<file path="config.mk">
export PLATFORM = sky130hd
export DESIGN_NAME = uart_rx_err_tracker
export DESIGN_NICKNAME = d
export VERILOG_FILES = /design/src/rtl/uart_rx_err_tracker.sv
export SDC_FILE = /design/constraint.sdc
export NUM_CORES = 1
export LEC_CHECK = 0
export CORE_UTILIZATION = 40
export DETAILED_ROUTE_END_ITERATION = 10
export MAX_ROUTING_LAYER = met4
export PLACE_DENSITY = 0.63
export SYNTH_ARGS = -nofsm -noshare
export SYNTH_HDL_FRONTEND = slang
export SYNTH_SLANG_ARGS = --single-unit
</file>
<file path="constraint.sdc">
create_clock -name clk -period 5.7 [get_ports clk]
set_input_delay 1.14 -clock clk [delete_from_list [all_inputs] [get_ports clk]]
set_output_delay 1.14 -clock clk [all_outputs]
set_load 0.05 [all_outputs]
</file>
<file path="src/rtl/uart_rx_err_tracker.sv">
module uart_rx_err_tracker #(
  parameter int DEPTH = 16,
  parameter int DW    = 8
) (
  input  logic          clk,
  input  logic          rst_n,
  input  logic          wr_en,
  input  logic [DW-1:0] wr_data,
  input  logic          wr_ovr,
  input  logic          wr_par,
  input  logic          wr_frm,
  input  logic          wr_brk,
  input  logic          rd_data_en,
  input  logic          rd_lsr_en,
  input  logic          irq_en,
  output logic [DW-1:0] rd_data,
  output logic [7:0]    lsr,
  output logic          irq
);

  localparam int TW = 4;
  localparam int EW = DW + TW;
  localparam int AW = (DEPTH > 1) ? $clog2(DEPTH) : 1;
  localparam int CW = $clog2(DEPTH + 1);

  function automatic logic [AW-1:0] bump(input logic [AW-1:0] p);
    return (p == AW'(DEPTH - 1)) ? '0 : p + 1'b1;
  endfunction

  function automatic logic [AW-1:0] back(input logic [AW-1:0] p);
    return (p == '0) ? AW'(DEPTH - 1) : p - 1'b1;
  endfunction

  logic [EW-1:0] mem [DEPTH];
  logic [AW-1:0] rptr, wptr;
  logic [CW-1:0] cnt, ecnt;
  logic          pend;

  wire [TW-1:0] wtag     = {wr_brk, wr_frm, wr_par, wr_ovr};
  wire          empty    = (cnt == '0);
  wire          full     = (cnt == CW'(DEPTH));
  wire          pop      = rd_data_en & ~empty;
  wire          push     = wr_en & (~full | pop);
  wire          ovf      = wr_en & full & ~pop;
  wire [AW-1:0] rnext    = bump(rptr);
  wire [AW-1:0] wlast    = back(wptr);
  wire [TW-1:0] head_tag = mem[rptr][EW-1:DW];
  wire [TW-1:0] next_tag = mem[rnext][EW-1:DW];
  wire          last_cln = (mem[wlast][EW-1:DW] == '0);

  wire ev_arr  = push & (|wtag);
  wire ev_head = pop & (cnt > CW'(1)) & (|next_tag);
  wire set_req = ev_arr | ev_head | ovf;

  wire ecnt_up = ev_arr | (ovf & last_cln);
  wire ecnt_dn = pop & (|head_tag);

  always_ff @(posedge clk) begin
    if (push) mem[wptr] <= {wtag, wr_data};
    else if (ovf) mem[wlast][DW] <= 1'b1;
  end

  always_ff @(posedge clk) begin
    if (!rst_n) begin
      rptr <= '0;
      wptr <= '0;
      cnt  <= '0;
      ecnt <= '0;
      pend <= 1'b0;
    end else begin
      if (pop)  rptr <= rnext;
      if (push) wptr <= bump(wptr);
      cnt  <= cnt + CW'(push) - CW'(pop);
      ecnt <= ecnt + CW'(ecnt_up) - CW'(ecnt_dn);
      if (set_req)        pend <= 1'b1;
      else if (rd_lsr_en) pend <= 1'b0;
    end
  end

  assign rd_data = empty ? '0 : mem[rptr][DW-1:0];
  assign lsr     = {(ecnt != '0), 2'b00, (empty ? 4'b0000 : head_tag), ~empty};
  assign irq     = pend & irq_en;

  a_r5_arrival_sets: assert property (@(posedge clk) disable iff (!rst_n)
    (wr_en && !full && (wr_ovr || wr_par || wr_frm || wr_brk)) |=> pend);

  a_r6_status_read_clears: assert property (@(posedge clk) disable iff (!rst_n)
    (rd_lsr_en && !wr_en && !rd_data_en) |=> !pend);

  a_r7_head_resets_req: assert property (@(posedge clk) disable iff (!rst_n)
    (rd_data_en && cnt > CW'(1) && mem[rnext][EW-1:DW] != '0) |=> pend);

  a_r2_empty_read_ignored: assert property (@(posedge clk) disable iff (!rst_n)
    (rd_data_en && empty && !wr_en) |=> $stable(cnt) && $stable(rptr));

  a_r10_no_overflow: assert property (@(posedge clk) disable iff (!rst_n)
    cnt <= CW'(DEPTH));

  a_r4_tagged_bound: assert property (@(posedge clk) disable iff (!rst_n)
    ecnt <= cnt);

  a_r8_mask_low: assert property (@(posedge clk) disable iff (!rst_n)
    !irq_en |-> !irq);

  a_r9_full_drop: assert property (@(posedge clk) disable iff (!rst_n)
    (wr_en && full && !rd_data_en) |=> $stable(cnt) && pend);

endmodule

</file>
* Yosys cells after proc, flatten, opt, wreduce, memory -nomap -nowiden
Memories as Yosys holds them, arrays and structs flattened. A register that Yosys moved wholly into a read port is not among the register bits. Cells that the tools add are included. W data, S select, Z words.
Word-level totals: memories 1, bits in latches 0, flip-flop bits (word level) 19, memory bits (read-only) 0, memory bits (writable) 192
Memory list:
- mem | words 16, bits a word 12, read ports 3, clocked after memory_dff 1, write ports 1, RTL line 34 | logic [EW-1:0] mem [DEPTH];
Cells by class: multiplexer cells 17, div/mod/pow operators 0, reduce and logical (&&, ||, !) cells 9, equality and inequality tests 3, bitwise operators 17, shift-type cells 0, multipliers 0, order comparisons 1, add/sub/neg operators 7
Operators with widths (count):
- $mux W4 | 7
- $mux W12 | 1
- $reduce_or A12 Y1 | 1
- $reduce_or A4 Y1 | 3
- $add A5 B1 Y5 | 2
- $and A1 B1 Y1 | 10
- $sub A5 B1 Y5 | 2
- $add A4 B1 Y4 const B | 2
- $eq A4 B4 Y1 const B | 2
- $logic_not A4 Y1 | 2
- $mux W8 | 1
- $mux W1 | 7
- $eq A5 B5 Y1 const B | 1
- $gt A5 B1 Y1 const B | 1
- $logic_not A5 Y1 | 1
- $reduce_bool A5 Y1 | 1
- $or A1 B1 Y1 | 4
- $sub A4 B1 Y4 const B | 1
- $not A1 Y1 | 3
- $mux W2 | 1
- $reduce_bool A2 Y1 | 1

* Longest topological paths before layout
depth in word-level cells 10, gate-level depth with buffers 17, gate-level depth less buffers 16

* Worst setup path after synthesis
No wires, ideal clock.
path type flip-flop to flip-flop, start reg wptr[1], end reg ecnt[4], path buffers 2, slack 1834 ps, cell stages (with the launch flop) 18, setup time 116 ps, period minus slack after synthesis 3866 ps, arrival 3750 ps, path through dfxtp_1 buf_2 inv_1 ha_1 buf_2 or3b_2 nand2_2 mux4_2 o2111ai_1 o211ai_1 ha_1 inv_1 ha_1 fa_1 a21oi_1 nor2_1 or3_1 and3_1
On the way: cells in the longest elaborated chain, start to end 8, elaborated cells on any way between the ends 9, classes of those cells add/sub: 3; mux: 1; bitwise: 2; reduce/logical: 2; memory: 1
RTL lines:
- from (decl) | RTL line 35 | logic [AW-1:0] rptr, wptr;
- from (signal assigned) | RTL line 72 | if (push) wptr <= bump(wptr);
- $sub A4 B1 Y4 or $logic_not A4 Y1 (tied branches) | RTL line 31 | return (p == '0) ? AW'(DEPTH - 1) : p - 1'b1;
- $mux W4 (*) | RTL line 31
- $mem_v2 Z16 W12 (*)
- $logic_not A4 Y1 (*) | RTL line 49 | wire last_cln = (mem[wlast][EW-1:DW] == '0);
- $and A1 B1 Y1 (*) | RTL line 55 | wire ecnt_up = ev_arr | (ovf & last_cln);
- $or A1 B1 Y1 (*) | RTL line 55
- $add A5 B1 Y5 (*) | RTL line 74 | ecnt <= ecnt + CW'(ecnt_up) - CW'(ecnt_dn);
- $sub A5 B1 Y5 (*) | RTL line 74
- to (signal assigned) | RTL line 74
- to (decl) | RTL line 36 | logic [CW-1:0] cnt, ecnt;
Every way passes the cells marked *; elsewhere a longest branch is shown, timed or not. A chain may end at the register's enable or synchronous reset.

==> qor.txt <==
====================================================================================================
Run status                                                                              complete, no violations
Maximum number of pins on one net before global-route repair                                      28
Vertical extent of the die                                                                    156 um
Count of yosys warnings during synthesis                                                           0
Vias in the first global route                                                                 5,458
Max-cap violation count                                                                            0
Setup TNS after final layout                                                                    0 ns
Total die area                                                                           24,500 um^2
Type of element capturing the critical path                                             primary output
CTS tree                                                                                         yes
Hold crit path type                                                                       reg -> reg
Number of instances in the placed design                                                         922
Clock root buffer master                                                                   clkbuf_16
Number of buffers created by CTS                                                                  23
Tightest slew margin relative to the limit                                                     31.2%
Leakage power summed over all cells                                                          3.49 nW
Max FO, Critical Path                                                                             27
Met3 capacity usage during global routing                                                      3.71%
Tot GR Track Use                                                                               19.8%
Maximum buffer depth of the clock tree                                                             3
Fraction of final layout cells with drive strength greater than 1                              19.6%
Violation count after the first detailed-routing iteration                                       374
IO buf count                                                                                      32
Final cell count without fillers                                                                 962
Maximum level of the CTS H-tree                                                                    1
Final setup violation count                                                                        0
Number of top-level pins                                                                          35
Clock sink total                                                                                 215
Number of nets in the finished design                                                            665
Clock-pin slew reported for the worst setup and hold paths after clock tree synthesis        0.06 ns
Initial standard-cell utilization of the core                                                  40.7%
Most frequent cell after synthesis                                                          edfxtp_1
Mapped Cells                                                                                     581
Number of placement rows                                                                          56
Hold buffer count at CTS                                                                           0
Commonest cells in the netlist                                                          edfxtp_1, mux4_2, nor2_1, and2_1, dfxtp_1
Routed length per placed instance                                                            23.3 um
Layout overhead on the synthesized area                                                        14.8%
Measured slew at the worst slew-check pin                                                    1.03 ns
Worst hold-check slack                                                                      0.561 ns
Min cycle time layout                                                                        4.72 ns
Main synth FF type                                                                          edfxtp_1
Die X                                                                                         156 um
Number of enable-type register cells in the synthesized netlist                                  192
Final wirelength                                                                           22,500 um
Top cells by area in the synthesized netlist                                            edfxtp_1, mux4_2, dfxtp_1
Power per standard cell area                                                             431 nW/um^2
Cell type with the largest total area after synthesis                                       edfxtp_1
Distinct cells, synth                                                                             64
Routing layer with the top usage in global route                                                met2
Count of state elements after synthesis                                                          215
Final Max Slew Viols                                                                               0
Post-Syn Area                                                                              9550 um^2
Hold Vio Cnt, Final                                                                                0
Fraction of registers with async set/reset                                                        0%
Met2 GRT Util                                                                                  32.5%
Antenna violations before repair                                                                   0
Number of DRC violations after detailed routing                                                    0
Share of synthesized area occupied by flip-flops and latches                                   65.2%
Post-synthesis area per instance                                                           16.4 um^2
Total half-perimeter wirelength after legalization and detailed placement                  14,700 um
Via count                                                                                      5,368
Final period util                                                                              82.9%
Clk Latency, worst-skew pair                                                                 0.53 ns
Required time of the critical path                                                           4.56 ns
Highest attainable clock frequency                                                         0.212 GHz
Post-CTS Repair Setup Buffers                                                                      0
Antenna Cells                                                                                      0
Final ANT Viol Nets                                                                                0
Final setup skew                                                                           0.0120 ns
Sum of overflow across all layers after global routing                                             0
Number of filler cells placed in the layout                                                    2,011
Start-to-end type of the worst setup path                                                 reg -> out
Final estimated routing congestion in global placement                                         0.925
Count of cells resized by post-cts repair                                                          0
Placeable core area                                                                      23,500 um^2
Post-layout utilization of the core                                                            46.7%
Pre-Repair DR Iteration Count                                                                      4
Type of origin of the critical path                                                         register
Maximum vdd ir drop                                                                         0.377 mV
Share of Yosys cell area claimed by the top area cell type                                     60.4%
Data arrival time of the critical path                                                       3.58 ns
Number of vias per cell                                                                         5.58
Global-route track usage on met1                                                               25.4%
First-pass GRT wire length                                                                 33,900 um
Setup repair after global routing missed its margin                                               no
====================================================================================================
-- kinds of logic (layout without fill, tap and decap cells) --
| kind of cell | after synthesis | count (layout) | synth area share [%] |
|---|---|---|---|
| flops | 215 | 215 | 65.2 |
| other cells | 1 | 2 | 0.0393 |
| buf+inv | 50 | 111 | 2.44 |
| xor+xnor | 9 | 9 | 0.826 |
| mux | 66 | 66 | 14.9 |
| simple gates | 162 | 162 | 9.46 |
| compound gates | 59 | 59 | 4.44 |
| fa+ha+maj | 19 | 19 | 2.65 |
-- per-layer routing --
metal	part of all wire (%)	vias to the layer above	routed length, um
met4	1.8	0	410
met1	43	2742	9680
met5	0	-	0
met2	49	192	11000
li1	-	2399	-
met3	6.0	35	1360
-- layout make-up --
| class | instances | area, um^2 | share of cell area (%) |
|---|---|---|---|
| Sequential cell | 215 | 6230 | 56.9 |
| Multi-Input combinational cell | 317 | 3100 | 28.2 |
| Clock buffer | 25 | 583 | 5.32 |
| Timing Repair Buffer | 50 | 455 | 4.16 |
| Tap cell | 319 | 399 | 3.64 |
| Clock inverter | 15 | 115 | 1.05 |
| Inverter | 21 | 78.8 | 0.719 |
-- worst max-delay path, cell delays in order (launching register included) --
cell	delay, ns
dfxtp_4	0.70
buf_4	0.38
mux4_1	0.60
mux4_2	0.48
and2_1	0.18
clkdlybuf4s50_1	0.70
-- sequential cells by signal (all words and copies together), names as in the netlist, named ones only --
name  cells
cnt       5
mem     192
rptr      4
ecnt      5
pend      1
wptr      4
-- worst paths after layout --
path / start / endpoint / slack [ns] / cells after the start
hold reg to reg: rptr[1] / register / 0.56 / 2
setup / recovery: register / rd_data[1] / 0.98 / 5
setup reg to reg: wptr[0] / ecnt[4] / 1.30 / 15
hold / removal: rptr[1] / register / 0.56 / 2
-- where the power goes --
group          internal (mW)  total, mW  switching (mW)
Sequential              1.82       1.93           0.113
Clock                  0.787       1.40           0.610
Combinational          0.583       1.40           0.812
Total                   3.19       4.73            1.54
-- layout by cell type (no fill, tap or decap), types with 7 or more instances in the layout --
cell type and count:
or4_1 14, clkdlybuf4s50_1 32, and2_1 28, buf_4 18, clkbuf_16 23, mux4_2 57
nand2_1 14, nor2b_1 7, nor2_1 50, inv_1 21, edfxtp_1 192, dfxtp_1 21
ha_1 17, a21oi_1 12
-- per-stage QoR --
stage / instance area (um^2) / setup WS [ns] / total power [mW]
6_report: 11000 / 0.978 / 4.73
5_1_grt: 11000 / 0.795 / 4.93
4_1_cts: 11000 / 0.914 / 4.77
3_5_place_dp: 10300 / 1.20 / 3.36
3_3_place_gp: 10300 / 1.29 / 3.33
2_1_floorplan: 9550 / 1.83 / 2.95
No activity file was read; power rests on OpenSTA's default activity.
